$ cat config.mk
export PLATFORM = sky130hd
export DESIGN_NAME = flash_evt_unit
export DESIGN_NICKNAME = d
export VERILOG_FILES = /design/src/rtl/flash_evt_pkg.sv /design/src/rtl/flash_evt_latch.sv /design/src/rtl/flash_recov_seq.sv /design/src/rtl/flash_fifo_stat.sv /design/src/rtl/flash_evt_unit.sv
export SDC_FILE = /design/constraint.sdc
export NUM_CORES = 1
export LEC_CHECK = 0
export ABC_CLOCK_PERIOD_IN_PS = 1400
export BUFFER_PORTS_ARGS = -buffer_cell sky130_fd_sc_hd__buf_2
export CAP_MARGIN = 30
export CORE_MARGIN = 3
export CORE_UTILIZATION = 47
export CTS_CLUSTER_DIAMETER = 80
export DETAILED_ROUTE_END_ITERATION = 6
export GPL_TIMING_DRIVEN = 0
export PLACE_DENSITY = 0.91
export SYNTH_ARGS = -nofsm -noshare
export SYNTH_HDL_FRONTEND = slang
export SYNTH_SLANG_ARGS = --single-unit
$ cat constraint.sdc
create_clock -name clk -period 1.4 [get_ports clk]
set_input_delay 0.14 -clock clk [delete_from_list [all_inputs] [get_ports clk]]
set_output_delay 0.14 -clock clk [all_outputs]
set_load 0.05 [all_outputs]
$ cat src/rtl/flash_evt_pkg.sv
package flash_evt_pkg;
  localparam int ADDR_W  = 4;
  localparam int DATA_W  = 32;
  localparam int N_EVT   = 8;

  localparam logic [ADDR_W-1:0] A_RAW    = 4'h0;
  localparam logic [ADDR_W-1:0] A_MASK   = 4'h1;
  localparam logic [ADDR_W-1:0] A_CLR    = 4'h2;
  localparam logic [ADDR_W-1:0] A_MASKED = 4'h3;
  localparam logic [ADDR_W-1:0] A_RECOV  = 4'h4;
  localparam logic [ADDR_W-1:0] A_THRESH = 4'h5;
  localparam logic [ADDR_W-1:0] A_FIFO   = 4'h6;

  // threshold field positions
  localparam int TX_TH_LSB = 0;
  localparam int RX_TH_LSB = 8;
  // FIFO status word positions
  localparam int TX_LVL_LSB = 8;
  localparam int RX_LVL_LSB = 16;
endpackage

$ cat src/rtl/flash_evt_latch.sv
module flash_evt_latch #(
  parameter int N = 8
) (
  input  logic         clk,
  input  logic         rst,
  input  logic [N-1:0] evt_i,
  input  logic [N-1:0] clr_i,
  input  logic         mask_we,
  input  logic [N-1:0] mask_wdata,
  output logic [N-1:0] raw_o,
  output logic [N-1:0] mask_o,
  output logic [N-1:0] masked_o,
  output logic         irq_o
);
  // events have priority over the clear on the same bit
  always_ff @(posedge clk) begin
    if (rst) begin
      raw_o  <= '0;
      mask_o <= '1;
      irq_o  <= 1'b0;
    end else begin
      raw_o <= (raw_o & ~clr_i) | evt_i;
      if (mask_we) mask_o <= mask_wdata;
      irq_o <= |masked_o;
    end
  end

  always_comb masked_o = raw_o & ~mask_o;
endmodule

$ cat src/rtl/flash_recov_seq.sv
module flash_recov_seq #(
  parameter int RECOV_CYCLES = 8
) (
  input  logic clk,
  input  logic rst,
  input  logic start_i,
  output logic busy_o
);
  localparam int CNT_W = $clog2(RECOV_CYCLES + 1);
  localparam logic [CNT_W-1:0] LOAD = CNT_W'(RECOV_CYCLES - 1);

  logic [CNT_W-1:0] cnt_q;

  always_ff @(posedge clk) begin
    if (rst) begin
      busy_o <= 1'b0;
      cnt_q  <= '0;
    end else if (!busy_o) begin
      if (start_i) begin
        busy_o <= 1'b1;
        cnt_q  <= LOAD;
      end
    end else if (cnt_q == '0) begin
      busy_o <= 1'b0;
    end else begin
      cnt_q <= cnt_q - 1'b1;
    end
  end
endmodule

$ cat src/rtl/flash_fifo_stat.sv
module flash_fifo_stat #(
  parameter int LVL_W      = 5,
  parameter int FIFO_DEPTH = 16,
  parameter int DATA_W     = 32,
  parameter int TX_LSB     = 8,
  parameter int RX_LSB     = 16
) (
  input  logic [LVL_W-1:0]  tx_free_i,
  input  logic [LVL_W-1:0]  rx_fill_i,
  output logic [DATA_W-1:0] stat_o
);
  localparam logic [LVL_W-1:0] DEPTH_L = LVL_W'(FIFO_DEPTH);

  always_comb begin
    stat_o = '0;
    stat_o[0] = (tx_free_i == '0);
    stat_o[1] = (tx_free_i == DEPTH_L);
    stat_o[2] = (rx_fill_i == '0);
    stat_o[3] = (rx_fill_i == DEPTH_L);
    stat_o[TX_LSB +: LVL_W] = tx_free_i;
    stat_o[RX_LSB +: LVL_W] = rx_fill_i;
  end
endmodule

$ cat src/rtl/flash_evt_unit.sv
module flash_evt_unit
  import flash_evt_pkg::*;
#(
  parameter int LVL_W        = 5,
  parameter int FIFO_DEPTH   = 16,
  parameter int RECOV_CYCLES = 8
) (
  input  logic              clk,
  input  logic              rst,
  input  logic              reg_wr,
  input  logic [ADDR_W-1:0] reg_addr,
  input  logic [DATA_W-1:0] reg_wdata,
  output logic [DATA_W-1:0] reg_rdata,
  input  logic [N_EVT-1:0]  evt_in,
  input  logic [LVL_W-1:0]  tx_level,
  input  logic [LVL_W-1:0]  rx_level,
  output logic              irq,
  output logic              recov_rst,
  output logic [LVL_W-1:0]  tx_thresh,
  output logic [LVL_W-1:0]  rx_thresh
);
  logic [N_EVT-1:0]  raw_bits, mask_bits, masked_bits, clr_bits;
  logic              mask_we, recov_start;
  logic [DATA_W-1:0] fifo_word;

  always_comb begin
    mask_we     = reg_wr && (reg_addr == A_MASK);
    clr_bits    = (reg_wr && (reg_addr == A_CLR)) ? reg_wdata[N_EVT-1:0] : '0;
    recov_start = reg_wr && (reg_addr == A_RECOV) && reg_wdata[0];
  end

  flash_evt_latch #(.N(N_EVT)) u_latch (
    .clk(clk), .rst(rst), .evt_i(evt_in), .clr_i(clr_bits),
    .mask_we(mask_we), .mask_wdata(reg_wdata[N_EVT-1:0]),
    .raw_o(raw_bits), .mask_o(mask_bits), .masked_o(masked_bits), .irq_o(irq)
  );

  flash_recov_seq #(.RECOV_CYCLES(RECOV_CYCLES)) u_recov (
    .clk(clk), .rst(rst), .start_i(recov_start), .busy_o(recov_rst)
  );

  flash_fifo_stat #(
    .LVL_W(LVL_W), .FIFO_DEPTH(FIFO_DEPTH), .DATA_W(DATA_W),
    .TX_LSB(TX_LVL_LSB), .RX_LSB(RX_LVL_LSB)
  ) u_fifo (
    .tx_free_i(tx_level), .rx_fill_i(rx_level), .stat_o(fifo_word)
  );

  always_ff @(posedge clk) begin
    if (rst) begin
      tx_thresh <= '0;
      rx_thresh <= '0;
    end else if (reg_wr && (reg_addr == A_THRESH)) begin
      tx_thresh <= reg_wdata[TX_TH_LSB +: LVL_W];
      rx_thresh <= reg_wdata[RX_TH_LSB +: LVL_W];
    end
  end

  always_ff @(posedge clk) begin
    if (rst) begin
      reg_rdata <= '0;
    end else begin
      reg_rdata <= '0;
      case (reg_addr)
        A_RAW:    reg_rdata[N_EVT-1:0] <= raw_bits;
        A_MASK:   reg_rdata[N_EVT-1:0] <= mask_bits;
        A_MASKED: reg_rdata[N_EVT-1:0] <= masked_bits;
        A_RECOV:  reg_rdata[0]         <= recov_rst;
        A_THRESH: begin
          reg_rdata[TX_TH_LSB +: LVL_W] <= tx_thresh;
          reg_rdata[RX_TH_LSB +: LVL_W] <= rx_thresh;
        end
        A_FIFO:   reg_rdata <= fifo_word;
        default:  reg_rdata <= '0;
      endcase
    end
  end
endmodule

==> results.py <==
metrics = {
    "status": {
        "status": "completed",
    },
    "sta": {
        "whs_ns": 0.03957,
        "rsz0062_at_grt": "true",
        "skew_ns": 0.006197,
        "period_share": 0.9381,
        "worst_pin_slew_ns": 0.5650,
        "setup_viol": 0,
        "period_needed_ns": 1.313,
        "clock.fmax_mhz": 761.4,
        "final-max-slew-violation-count": 0,
        "setup_tns_ns": 0,
        "finalHoldViolations": 0,
        "slew_headroom": 0.6233,
    },
    "cts": {
        "cts-hold-fix-buffers": 0,
        "clock_sinks": 50,
        "cts_tree": "done",
        "cts_max_level": 2,
        "path_clk_slew_ns": 0.08,
        "cts_buffers": 5,
        "clockBufferDepth": 2,
        "cts_root_buf": "clkbuf_8",
        "clkLatencyLatePin_ns": 0.30,
    },
    "setup_path": {
        "r2r-end": "u_recov.cnt_q[1]",
        "cpPeakStageDelay_ns": 0.33,
        "critPathLaunchType": "flip-flop",
        "crit_family": "compound AO/OA/AOI/OAI gates",
        "cp_common_cell": "inv_1",
        "slowest_stage": "dfxtp_2",
        "arrival_ns": 1.48,
        "r2r_setup_slack_ns": 0.09,
        "crit_buf_inv": 2,
        "end_kind": "flip-flop",
        "worstPathRequired_ns": 1.57,
        "ff2ff_path_depth": 6,
        "path_cells": "inv_1, ha_2, inv_1, o31a_1, nor3_1, a311oi_1",
        "critical_path_class": "reg2reg",
        "critPathMaxFanout": 4,
        "timing.rr.start": "u_recov.cnt_q[1]",
    },
    "power": {
        "power.total_mw": 2.914,
        "leakagePower_nw": 1.326,
        "p_per_area_nw_per_um2": 1000,
        "ir_drop_v": 0.0006698,
    },
    "synthesis": {
        "synth_commonest_cells": "dfxtp_1 (50), nor2_1 (26), a21oi_1 (17), mux2i_1 (17)",
        "synth_seq_cells": 50,
        "post-synth-top-count-cell": "dfxtp_1",
        "synth_warnings": 0,
        "synthCells": 258,
        "syn_area_um2": 2303,
        "avgSynthCellArea_um2": 8.928,
        "synth_edf_count": 0,
        "async_flop_share": 0,
        "synth_top_area_cell": "dfxtp_1",
        "ys.flop_type": "dfxtp_1",
        "netlist.area_leader.share": 0.4345,
        "synth_cell_types": 45,
        "ys_seq_area_frac": 0.4345,
        "yosys-top-cells-area": "dfxtp_1 (43%), mux2i_1 (7.4%), buf_4 (4.9%)",
    },
    "grt": {
        "antenna_found_initial": 0,
        "grt_pass1_vias": 2062,
        "grt_use_met3": 0.04492,
        "grt_pass1_wl_um": 9673,
        "grt_util_met1": 0.2528,
        "grt_max_degree": 15,
        "overflow": 0,
        "busiest_layer": "met2",
        "grt.total_usage": 0.2048,
        "use_met2": 0.3520,
    },
    "cells_and_area": {
        "areaGrowthSynthToFinish_pct": 26.45,
        "final_area_um2": 2913,
        "fillCellCount": 371,
        "nets": 406,
        "layout-drive-gt1-share": 0.3103,
        "diodes": 0,
    },
    "floorplanning": {
        "dieArea_um2": 5777,
        "core_um2": 4534,
        "die_h_um": 76.01,
        "die_w_um": 76.01,
        "row_count": 24,
        "start_util": 0.5080,
        "io_pins": 101,
    },
    "drt": {
        "wl_per_cell_um": 14.40,
        "drt_iter0_markers": 152,
        "antenna_left": 0,
        "wirelength_um": 5949,
        "viasPerCell": 5.278,
        "via_count": 2180,
        "drtPass1Iterations": 5,
        "drc": 0,
    },
    "min_path": {
        "worstHoldEndpoint": "u_latch.raw_o[1]",
        "min_path_type": "in2reg",
        "min_from": "evt_in[1]",
        "hold_depth": 3,
    },
    "placement": {
        "gp_congestion": 0.9677,
        "dpl_cell_area_um2": 2776,
        "port_buffers": 67,
        "dp_hpwl_um": 4464,
    },
    "run": {
        "drv_cap": 0,
    },
}
[flip-flops by register name, indices dropped and copies added (netlist names)]
register / cells
reg_rdata: 18
u_latch.mask_o: 8
u_latch.raw_o: 8
rx_thresh: 5
tx_thresh: 5
u_recov.cnt_q: 4
u_latch.irq_o: 1
u_recov.busy_o: 1
[placed cells by master (no fill, tap or decap), drive strengths merged, types with 3 or more instances in the layout]
cell | Yosys | final
a211o | 6 | 6
a21oi | 17 | 17
a22oi | 5 | 5
a31oi | 7 | 7
and2 | 5 | 5
and3 | 7 | 7
buf | 23 | 93
clkbuf | 6 | 12
conb | 1 | 14
dfxtp | 50 | 50
inv | 11 | 11
mux2i | 17 | 17
nand2 | 9 | 9
nand2b | 4 | 4
nand3 | 15 | 15
nor2 | 26 | 26
nor2b | 5 | 5
nor3b | 3 | 3
nor4 | 6 | 6
o21ai | 5 | 5
o32a | 4 | 4
[worst reg2reg max path, cell delays in order, from the launching register on]
cell,delay (ns)
dfxtp_2,0.33
inv_1,0.08
ha_2,0.18
inv_1,0.05
o31a_1,0.33
nor3_1,0.15
a311oi_1,0.06
[power by group]
part           total, mW  leakage [nW]  internal, mW  switching [mW]
Clock              0.977        0.0524         0.534           0.442
Sequential          1.48         0.409          1.45          0.0275
Combinational      0.456         0.865         0.158           0.298
Total               2.91          1.33          2.15           0.767
[worst max-delay path by stage]
| stage | start | end | slack (ns) | cells after the start |
|---|---|---|---|---|
| after floorplan | u_recov.busy_o | u_recov.cnt_q[2] | 0.006 | 4 |
| after global placement | reg_addr[3] | u_latch.raw_o[7] | -0.18 | 7 |
| after detailed placement | reg_addr[3] | u_latch.raw_o[5] | -0.26 | 7 |
| after CTS | u_recov.cnt_q[0] | u_recov.cnt_q[2] | 0.004 | 6 |
| after global routing | u_recov.cnt_q[1] | u_recov.cnt_q[1] | -0.001 | 5 |
| final | u_recov.cnt_q[1] | u_recov.cnt_q[1] | 0.09 | 6 |
[cells by family (layout without fill, tap and decap cells)]
kind of cell | Yosys count | in the layout | share of synthesized area
multiplexers | 17 | 17 | 0.07387
XOR/XNOR | 1 | 1 | 0.003803
adder cells (fa/ha/maj) | 2 | 2 | 0.01086
other | 1 | 14 | 0.001628
AO/OA/AOI/OAI | 57 | 57 | 0.1700
buffers and inverters | 40 | 117 | 0.09614
flip-flops | 50 | 50 | 0.4345
AND/OR/NAND/NOR | 90 | 90 | 0.2091
[per-stage QoR]
| step | std cells | setup slack [ns] | utilization |
|---|---|---|---|
| after floorplan | 271 | 0.006141 | - |
| after CTS | 411 | 0.004388 | 0.6358 |
| after detailed placement | 403 | -0.2617 | 0.6123 |
| after global placement | 403 | -0.1831 | 0.6123 |
| after global routing | 413 | -0.001137 | 0.6424 |
| final | 413 | 0.08667 | 0.6424 |
[what timing repair did]
action / CTS / global route
setup endpoints to repair: 0 / 7
setup buffers: 0 / 3
resized for setup: 0 / 6
[per-layer routing]
metal,wire [um],vias to the layer above
met3,523,17
li1,-,1073
met2,2794,106
met1,2485,984
met5,0,-
met4,146,0
[layout make-up]
class	count	area [um^2]	area share
buffer	28	176.4	0.06057
clock buffer	7	76.32	0.02620
clock inverter	1	30.03	0.01031
inverter	11	41.29	0.01418
multi-input combinational	181	1142	0.3922
sequential	50	1007	0.3458
tap	65	81.33	0.02792
timing repair buffer	70	357.8	0.1229
Power figures use the tool's default switching activity.
